**config.mk**
```make
export PLATFORM = sky130hd
export DESIGN_NAME = spr_dma
export DESIGN_NICKNAME = d
export VERILOG_FILES = /design/src/rtl/spr_dma_pkg.sv /design/src/rtl/spr_dma_seq.sv /design/src/rtl/spr_dma_addr.sv /design/src/rtl/spr_dma.sv
export SDC_FILE = /design/constraint.sdc
export NUM_CORES = 1
export LEC_CHECK = 0
export BUFFER_PORTS_ARGS = -buffer_cell sky130_fd_sc_hd__buf_2
export CAP_MARGIN = 15
export CELL_PAD_IN_SITES_DETAIL_PLACEMENT = 0
export CELL_PAD_IN_SITES_GLOBAL_PLACEMENT = 1
export CORE_MARGIN = 2
export CORE_UTILIZATION = 25
export DETAILED_ROUTE_END_ITERATION = 16
export GPL_TIMING_DRIVEN = 0
export PLACE_DENSITY_LB_ADDON = 0.08
export SYNTH_ARGS = -nofsm -noshare
export SYNTH_HDL_FRONTEND = slang
export SYNTH_HIERARCHICAL = 1
export SYNTH_SLANG_ARGS = --single-unit
export TNS_END_PERCENT = 30
```
**constraint.sdc**
```tcl
create_clock -name clk -period 1.4 [get_ports clk]
set_clock_uncertainty 0.15 [all_clocks]
set_input_delay 0.21 -clock clk [delete_from_list [all_inputs] [get_ports clk]]
set_output_delay 0.21 -clock clk [all_outputs]
set_load 0.01 [all_outputs]
```
**src/rtl/spr_dma_pkg.sv**
```systemverilog
package spr_dma_pkg;

    typedef enum logic [1:0] {
        ST_IDLE  = 2'd0,
        ST_ALIGN = 2'd1,
        ST_READ  = 2'd2,
        ST_WRITE = 2'd3
    } dma_state_t;

    typedef struct packed {
        logic rd;
        logic wr;
        logic last;
    } beat_t;

    localparam int unsigned ALIGN_W = 2;

    // idle cycles inserted before the first read
    function automatic logic [ALIGN_W-1:0] align_len(input logic odd);
        return odd ? ALIGN_W'(1) : ALIGN_W'(2);
    endfunction

endpackage

```
**src/rtl/spr_dma_seq.sv**
```systemverilog
module spr_dma_seq
    import spr_dma_pkg::*;
#(
    parameter int unsigned OFF_W = 8
) (
    input  logic             clk,
    input  logic             rst,
    input  logic             trig,
    input  logic             cyc_odd,
    output logic             accept,
    output logic             busy,
    output beat_t            beat,
    output logic [OFF_W-1:0] off,
    output logic             done
);

    dma_state_t         state_q;
    logic [ALIGN_W-1:0] align_q;
    logic [OFF_W-1:0]   off_q;
    logic               done_q;

    always_comb begin
        accept    = (state_q == ST_IDLE) && trig;
        busy      = (state_q != ST_IDLE);
        beat.rd   = (state_q == ST_READ);
        beat.wr   = (state_q == ST_WRITE);
        beat.last = (state_q == ST_WRITE) && (off_q == {OFF_W{1'b1}});
        off       = off_q;
        done      = done_q;
    end

    always_ff @(posedge clk) begin
        if (rst) begin
            state_q <= ST_IDLE;
            align_q <= '0;
            off_q   <= '0;
            done_q  <= 1'b0;
        end else begin
            done_q <= 1'b0;
            unique case (state_q)
                ST_IDLE: begin
                    if (trig) begin
                        state_q <= ST_ALIGN;
                        align_q <= align_len(cyc_odd);
                        off_q   <= '0;
                    end
                end
                ST_ALIGN: begin
                    if (align_q == ALIGN_W'(1)) begin
                        state_q <= ST_READ;
                    end else begin
                        align_q <= align_q - ALIGN_W'(1);
                    end
                end
                ST_READ: begin
                    state_q <= ST_WRITE;
                end
                ST_WRITE: begin
                    if (off_q == {OFF_W{1'b1}}) begin
                        state_q <= ST_IDLE;
                        done_q  <= 1'b1;
                    end else begin
                        off_q   <= off_q + OFF_W'(1);
                        state_q <= ST_READ;
                    end
                end
                default: state_q <= ST_IDLE;
            endcase
        end
    end


    rd_then_wr_chk: assert property (@(posedge clk) disable iff (rst)
        beat.rd |=> beat.wr);


    wr_after_rd_chk: assert property (@(posedge clk) disable iff (rst)
        beat.wr |-> $past(beat.rd));


    done_after_last_chk: assert property (@(posedge clk) disable iff (rst)
        done |-> ($past(beat.last) && !busy));

endmodule

```
**src/rtl/spr_dma_addr.sv**
```systemverilog
module spr_dma_addr #(
    parameter int unsigned PAGE_W = 8,
    parameter int unsigned OFF_W  = 8,
    parameter int unsigned RAM_AW = 11
) (
    input  logic              clk,
    input  logic              rst,
    input  logic              accept,
    input  logic              busy,
    input  logic              trig,
    input  logic [PAGE_W-1:0] page_in,
    input  logic [OFF_W-1:0]  off,
    output logic [RAM_AW-1:0] ram_addr
);

    localparam int unsigned FULL_W = PAGE_W + OFF_W;

    logic [PAGE_W-1:0] page_q;
    logic [FULL_W-1:0] full_addr;

    always_ff @(posedge clk) begin
        if (rst) begin
            page_q <= '0;
        end else if (accept) begin
            page_q <= page_in;
        end
    end

    generate
        if (RAM_AW >= FULL_W) begin : g_wide
            always_comb ram_addr = RAM_AW'(full_addr);
        end else begin : g_mirror
            always_comb ram_addr = full_addr[RAM_AW-1:0];
        end
    endgenerate

    always_comb full_addr = {page_q, off};


    page_hold_chk: assert property (@(posedge clk) disable iff (rst)
        (busy && trig) |=> $stable(page_q));

endmodule

```
**src/rtl/spr_dma.sv**
```systemverilog
module spr_dma
    import spr_dma_pkg::*;
#(
    parameter int unsigned PAGE_W = 8,
    parameter int unsigned OFF_W  = 8,
    parameter int unsigned DATA_W = 8,
    parameter int unsigned RAM_AW = 11
) (
    input  logic              clk,
    input  logic              rst,
    input  logic              trig_valid,
    input  logic [PAGE_W-1:0] trig_page,
    input  logic              cyc_odd,
    output logic              stall,
    output logic              ram_rd,
    output logic [RAM_AW-1:0] ram_addr,
    input  logic [DATA_W-1:0] ram_rdata,
    output logic              spr_wr,
    output logic [DATA_W-1:0] spr_wdata,
    output logic              done
);

    localparam int unsigned CNT_W = OFF_W + 1;
    localparam int unsigned BYTES = 1 << OFF_W;

    logic             accept;
    logic             busy;
    beat_t            beat;
    logic [OFF_W-1:0] off;
    logic             seq_done;

    spr_dma_seq #(.OFF_W(OFF_W)) u_seq (
        .clk     (clk),
        .rst     (rst),
        .trig    (trig_valid),
        .cyc_odd (cyc_odd),
        .accept  (accept),
        .busy    (busy),
        .beat    (beat),
        .off     (off),
        .done    (seq_done)
    );

    spr_dma_addr #(
        .PAGE_W (PAGE_W),
        .OFF_W  (OFF_W),
        .RAM_AW (RAM_AW)
    ) u_addr (
        .clk      (clk),
        .rst      (rst),
        .accept   (accept),
        .busy     (busy),
        .trig     (trig_valid),
        .page_in  (trig_page),
        .off      (off),
        .ram_addr (ram_addr)
    );

    always_comb begin
        stall     = busy;
        ram_rd    = beat.rd;
        spr_wr    = beat.wr;
        spr_wdata = beat.wr ? ram_rdata : '0;
        done      = seq_done;
    end

    // write counter for the byte-count check
    logic [CNT_W-1:0] wr_cnt_q;
    always_ff @(posedge clk) begin
        if (rst || accept) begin
            wr_cnt_q <= '0;
        end else if (spr_wr) begin
            wr_cnt_q <= wr_cnt_q + CNT_W'(1);
        end
    end


    stall_start_chk: assert property (@(posedge clk) disable iff (rst)
        (trig_valid && !stall) |=> stall);


    align_odd_chk: assert property (@(posedge clk) disable iff (rst)
        (trig_valid && !stall && cyc_odd) |-> ##2 ram_rd);


    align_even_chk: assert property (@(posedge clk) disable iff (rst)
        (trig_valid && !stall && !cyc_odd) |-> ##2 (!ram_rd && stall) ##1 ram_rd);


    strobe_excl_chk: assert property (@(posedge clk) disable iff (rst)
        !(ram_rd && spr_wr));


    addr_step_chk: assert property (@(posedge clk) disable iff (rst)
        (ram_rd && $past(ram_rd, 2)) |-> (ram_addr == $past(ram_addr, 2) + RAM_AW'(1)));


    byte_count_chk: assert property (@(posedge clk) disable iff (rst)
        done |-> (wr_cnt_q == CNT_W'(BYTES)));


    done_pulse_chk: assert property (@(posedge clk) disable iff (rst)
        done |=> !done);

endmodule

```
==> flow_summary_export.csv, run 1 <==
group,metric,value,unit
status,outcome,"finished, violations left",
status,failed_checks,"setup timing",
hold_path,min_to,"u_seq/state_q[0]",
synth,yosys.area.top_type_share,36.21,%
layout,multiInputGateArea,545.5,um^2
layout,finalNonFillerCells,201,
job,timing.max_cap.violations,0,
setup_path,critical_path.reg2reg.endpoint,"u_seq/off[2]",
grt,first_global_vias,811,
synth,synth_enable_flop_cells,0,
die,die_height,63.49,um
sta,setup-violations-final,12,
route,met2WireLength,1.020,mm
placement,io_buffer_count,37,
route,detail_route.drc_violations,0,
sta,clock_period_minus_worst_slack,1522,ps
clocking,cts_htree_levels,1,
sta,final_worst_path_cycle_share,108.7,%
synth,post_synthesis_net_count,125,
hold_path,hold_depth,2,
route,route.met3.wl,77,um
synth,ys.flop_type,"dfxtp_1",
synth,async_reset_ff_share,0,%
setup_path,start_kind,"flip-flop",
setup_path,required,1040,ps
grt,grt_antenna_before_repair,0,
synth,netlist_top_cells_area,"dfxtp_1, buf_4, and2_1",
hold_path,critical_hold_path_startpoint,"rst",
setup_path,cp_max_fo,7,
route,detail_route.first_pass.iterations,4,
power_and_ir_drop,power,1.021,mW
setup_path,worst_path_max_delay_cell,"dfxtp_2",
sta,timing.setup.tns,-1088,ps
setup_path,setup.reg_to_reg.worst_slack,-80,ps
synth,yosys.cell_types.count,29,
setup_path,setup.worst_path.end_class,"primary output",
die,initial_core_util,26.30,%
setup_path,worstRegToRegCells,5,
route,drt_iter0_drc,20,
hold_path,worstHoldPathType,"in -> reg",
layout,finish.net_count,178,
layout,nFillCells,379,
power_and_ir_drop,peakVddDrop,0.0003864,V
layout,final_cell_mix,"buf_2, buf_4, nor2_1",
grt,globalRouteOverflowTotal,0,
route,routed_metal_1_wirelength,1.062,mm
grt,grt_pass1_wl,3.643,mm
setup_path,critical_path.max_stage_delay,330,ps
die,top_level_ports,43,
sta,final_max_slew_viol_count,0,
route,vias_post_dr,894,
placement,post-dp-hpwl,1.535,mm
clocking,clk_latency,280,ps
grt,grtUsageTotal,11.24,%
layout,layout.area.seq,339.1,um^2
synth,yosysSeqAreaShare,36.21,%
sta,hold_viol,0,
clocking,cts_buffer_depth,2,
setup_path,path_cells,"buf_6 -> and2_4 -> and2_1 -> buf_2",
sta,setup_ws,-122.5,ps
placement,routabilityCongestion,0.6664,
route,via_per_inst,4.448,
layout,antenna_cells,0,
die,core_region_area,3363,um^2
route,top_layer,"met4",
sta,max_slew.worst_pin.slew,283.7,ps
clocking,cts_tree,"yes",
synth,ys.warnings.count,6,
sta,grt_setup_unrepaired,"true",
synth,mappedNetlistArea,884.6,um^2
clocking,worst_setup_hold_path_clk_slew,100,ps
sta,finalHoldWorstSlack,81.75,ps
die,num_rows,21,
synth,synthDominantAreaCellType,"dfxtp_1",
placement,placedCellCount,186,
power_and_ir_drop,power_density,742.9,nW/um^2
route,ant_nets,0,
power_and_ir_drop,power_leakage,0.6281,nW
sta,slew-limit-headroom,81.09,%
setup_path,worstSetupPathType,"reg -> out",
setup_path,timing.rr.start,"u_seq/off[0]",
route,wire_per_inst,10.85,um
clocking,cts_root_buffer,"clkbuf_4",
sta,max_freq,0.6568,GHz
layout,final_layout_size_suffix_gt1_share,56.77,%
placement,place_worst_setup_slack,-166.1,ps
layout,mostFrequentLayoutCell,"buf_2",
layout,syn2layout_area_growth,55.30,%
clocking,cts.sinks,16,
setup_path,critPathArrivalTime,1160,ps
grt,grt_max_degree,12,
route,drt-total-wl,2.181,mm
synth,netlist_instances,103,
clocking,cts_inserted_buffers,3,
die,die-width,63.49,um
synth,syn-mean-instance-area,8.588,um^2
synth,synth-seq-cells,16,
die,floorplan.die_area,4030,um^2
## layer usage
metal	global-route usage [%]	vias to the layer above
li1	-	460
met1	15.47	415
met2	16.84	17
met3	2.321	2
met4	4.891	0
met5	0	-
## logic make-up (layout without fill, tap and decap cells)
group	Yosys count	after routing	share of synthesized area (%)
muxes	4	4	4.526
and+or+nand+nor	49	50	33.80
AOI/OAI and AO/OA	18	18	11.88
xor gates and xnor gates	1	1	0.9903
adders and majority gates	2	2	2.828
buffers and inverters	13	64	9.759
DFF	16	16	36.21
## synth_stat cells, types with 2 or more instances
| cell type | number |
|---|---|
| nor2b_1 | 2 |
| mux2i_1 | 4 |
| buf_4 | 10 |
| nor4_1 | 2 |
| ha_1 | 2 |
| inv_1 | 3 |
| o21ai_0 | 4 |
| and4_1 | 2 |
| nor2_1 | 11 |
| a31oi_1 | 3 |
| dfxtp_1 | 16 |
| a211oi_1 | 2 |
| nand2b_1 | 4 |
| nand3_1 | 3 |
| nor3_1 | 4 |
| nor3_2 | 2 |
| a21oi_1 | 7 |
| nand2_1 | 2 |
| and2_1 | 9 |
| nand4_1 | 2 |
## timing repair
| item | in CTS | in global routing |
|---|---|---|
| hold buffers | 3 | 0 |
| endpoints found under the hold margin | 3 | 0 |
| gates cloned | 1 | 0 |
| pin swaps | 6 | 3 |
| buffers inserted | 5 | 3 |
| gates resized for setup | 21 | 15 |
| setup endpoints to repair | 24 | 26 |
## area by class of cell
| type | count | share of cell area, % |
|---|---|---|
| Multi-Input combinational cell | 75 | 39.71 |
| Clock buffer | 4 | 2.641 |
| Tap cell | 46 | 4.189 |
| Inverter | 3 | 0.8197 |
| Timing Repair Buffer | 48 | 22.77 |
| Sequential cell | 16 | 24.68 |
| Buffer | 9 | 5.191 |
## power breakdown
| part | total (mW) | switching, mW | internal, mW |
|---|---|---|---|
| clock network | 0.313 | 0.154 | 0.158 |
| registers | 0.491 | 0.0156 | 0.475 |
| logic | 0.217 | 0.102 | 0.115 |
| total | 1.02 | 0.272 | 0.748 |
## worst max path at each step
stage / start / endpoint
6_report: u_seq/state_q[0] / spr_wdata[3]
5_1_grt: u_seq/state_q[0] / spr_wdata[3]
4_1_cts: u_seq/state_q[0] / spr_wdata[1]
3_5_place_dp: u_seq/state_q[0] / u_seq/off[0]
3_3_place_gp: u_seq/state_q[0] / u_seq/off[0]
2_1_floorplan: u_seq/state_q[0] / u_seq/off[0]
## metrics by stage
| step | cell area (um^2) | utilization, % |
|---|---|---|
| after global placement | 1142 | 33.97 |
| after global routing | 1374 | 40.85 |
| final | 1374 | 40.85 |
| after detailed placement | 1142 | 33.97 |
| after CTS | 1303 | 38.73 |
| after floorplan | 899.6 | - |
## critical path, delay by kind of cell (launching register included)
family	cells	cell delay (ps)
simple gates	2	300
flops	1	330
buf+inv	2	250
## sequential cells by signal (all words and copies together) (netlist names)
name / cells
u_seq/align_q: 2
u_seq/state_q: 2
u_addr/page_q: 3
u_seq/done: 1
u_seq/off: 8
Power figures use the tool's default switching activity.
==> run 2: changes to the inputs <==
--- a/config.mk
+++ b/config.mk
@@ -10,7 +10,7 @@
 export CELL_PAD_IN_SITES_DETAIL_PLACEMENT = 0
 export CELL_PAD_IN_SITES_GLOBAL_PLACEMENT = 1
 export CORE_MARGIN = 2
-export CORE_UTILIZATION = 25
+export CORE_UTILIZATION = 28
 export DETAILED_ROUTE_END_ITERATION = 16
 export GPL_TIMING_DRIVEN = 0
 export PLACE_DENSITY_LB_ADDON = 0.08
==> run 2 against run 1 <==
The flow still finishes with violations (setup timing). Register-to-register slack about the same. Global-route usage up 1.5 points. Combinational power down 5%. Critical path type unchanged. Critical endpoint is now spr_wdata[5]. Largest cell class unchanged. Highest routed layer unchanged.
==> flow_summary_export.csv, run 2 (synthesized netlist as in run 1, its figures left out) <==
group,metric,value,unit
status,outcome,"finished, violations left",
status,failed_checks,"setup timing",
layout,antenna_cells,0,
setup_path,worstSetupPathType,"reg -> out",
die,initial_core_util,29.21,%
layout,finish.net_count,178,
placement,post-dp-hpwl,1.480,mm
clocking,worst_setup_hold_path_clk_slew,100,ps
layout,syn2layout_area_growth,52.33,%
power_and_ir_drop,power.sequential.fraction,48.6,%
die,num_rows,20,
route,ant_nets,0,
setup_path,timing.rr.start,"u_seq/off[0]",
die,core_region_area,3028,um^2
sta,final_max_slew_viol_count,0,
clocking,cts_tree,"yes",
route,detail_route.drc_violations,0,
grt,grt_antenna_before_repair,0,
power_and_ir_drop,power.share.switching,26.68,%
route,drt_iter0_drc,25,
setup_path,critical_path_startpoint,"u_seq/state_q[0]",
power_and_ir_drop,peakVddDrop,0.0006270,V
layout,multiInputGateArea,538.0,um^2
sta,setup-violations-final,15,
layout,final_design_area_no_fill,1348,um^2
sta,max_freq,0.6624,GHz
job,timing.max_cap.violations,0,
clocking,cts_buffer_depth,2,
sta,final_worst_path_cycle_share,107.8,%
placement,placedCellCount,184,
clocking,clk_latency,290,ps
setup_path,critical_path.reg2reg.endpoint,"u_seq/off[2]",
clocking,cts.sinks,16,
power_and_ir_drop,internal_power,0.7418,mW
sta,grt_setup_unrepaired,"true",
power_and_ir_drop,power_density,750.8,nW/um^2
route,detail_route.first_pass.iterations,4,
setup_path,critPathArrivalTime,1150,ps
placement,dpl_cell_area,1140,um^2
setup_path,setup.reg_to_reg.worst_slack,-90,ps
layout,finalNonFillerCells,199,
hold_path,critical_hold_path_startpoint,"trig_page[1]",
clocking,cts_htree_levels,1,
setup_path,worstRegToRegCells,5,
layout,nFillCells,307,
setup_path,critical_path.endpoint,"spr_wdata[5]",
clocking,cts_inserted_buffers,3,
power_and_ir_drop,power.share.clock,30.9,%
die,die-width,60.21,um
power_and_ir_drop,power_leakage,0.6199,nW
grt,grtUsageTotal,12.71,%
sta,hold_viol,0,
setup_path,start_kind,"flip-flop",
grt,grt_max_degree,12,
route,via_per_inst,4.467,
die,die_height,60.21,um
grt,grt_pass1_wl,3.325,mm
sta,clock_period_minus_worst_slack,1510,ps
layout,final_cell_mix,"buf_2, buf_4, nor2_1",
hold_path,worstHoldPathType,"in -> reg",
setup_path,required,1040,ps
setup_path,setup.worst_path.end_class,"primary output",
die,top_level_ports,43,
sta,max_slew.worst_pin.slew,303.7,ps
route,drt-total-wl,2.127,mm
layout,layout.area.seq,337.8,um^2
layout,final_layout_size_suffix_gt1_share,56.13,%
sta,slew-limit-headroom,79.75,%
layout,number_of_flip_flops_under_the_largest_register_name,8,
placement,io_buffer_count,37,
power_and_ir_drop,p_comb_share,20.4,%
grt,globalRouteOverflowTotal,0,
clocking,cts_root_buffer,"clkbuf_4",
layout,mostFrequentLayoutCell,"buf_2",
die,floorplan.die_area,3625,um^2
sta,setup_ws,-109.7,ps
route,wire_per_inst,10.69,um
grt,first_global_vias,738,
route,vias_post_dr,889,
placement,routabilityCongestion,0.7331,
setup_path,cp_max_fo,6,
power_and_ir_drop,power.net_switching,0.2699,mW
[run 2: cell types whose count changed in the layout (fill, tap and decap cells not counted), sizes merged]
cell | previous run | this run
dlygate4sd3 | 3 | 2
buf | 54 | 55
[run 2: power groups by stage]
| stage | sequential, mW | clock, mW | combinational, mW |
|---|---|---|---|
| after floorplan | 0.501 | 0 | 0.115 |
| after CTS | 0.496 | 0.338 | 0.194 |
| final | 0.492 | 0.313 | 0.207 |
| after global routing | 0.495 | 0.349 | 0.235 |
| after global placement | 0.499 | 0 | 0.177 |
| after detailed placement | 0.500 | 0 | 0.178 |
[run 2: area by class of cell]
class | count | share of cell area (%)
repair buffers | 48 | 22.10
inverters | 3 | 0.8357
flip-flops and latches | 16 | 25.07
well taps | 44 | 4.085
multi-input cells | 75 | 39.93
plain buffers | 9 | 5.292
clock buffers | 4 | 2.693
[run 2: worst min path at each step]
stage	end	slack, ps	depth (start not counted)
after floorplan	u_seq/state_q[0]	130	1
after global placement	u_addr/page_q[2]	300	3
after detailed placement	u_addr/page_q[0]	300	3
after CTS	u_addr/page_q[1]	9	3
after global routing	u_addr/page_q[1]	30	3
final	u_addr/page_q[1]	20	3
[run 2: critical path, stage by stage, from the launching register on]
cell and delay [ps]:
dfxtp_2 330, buf_6 120, and2_4 150, and2_4 150
buf_6 110
[run 2: timing repair]
action / 4_1_cts / 5_1_grt
buffers inserted: 4 / 5
cloned: 1 / 0
setup endpoints to repair: 24 / 24
hold buffers: 2 / 0
pin swaps: 4 / 3
endpoints found under the hold margin: 2 / 0
gates resized for setup: 12 / 17
[run 2: stage by stage]
stage / hold slack (ps) / TNS, ps / power (mW) / worst slack [ps] / utilization, %
finish: 18.01 / -1034 / 1.012 / -109.7 / 44.50
global route: 29.18 / -2432 / 1.079 / -158.2 / 44.50
CTS: 8.925 / -2032 / 1.029 / -131.7 / 41.16
detailed placement: 305.0 / -1698 / 0.6775 / -177.1 / 37.64
global placement: 295.0 / -1351 / 0.6755 / -167.1 / 37.64
floorplan: 129.1 / -5.071 / 0.6161 / -5.071 / -
[run 2: per-layer routing]
metal  GRT usage, %  wire (um)
met5              0          0
met4          3.810         19
met3          4.545         98
met2          19.41        974
met1          16.71       1035
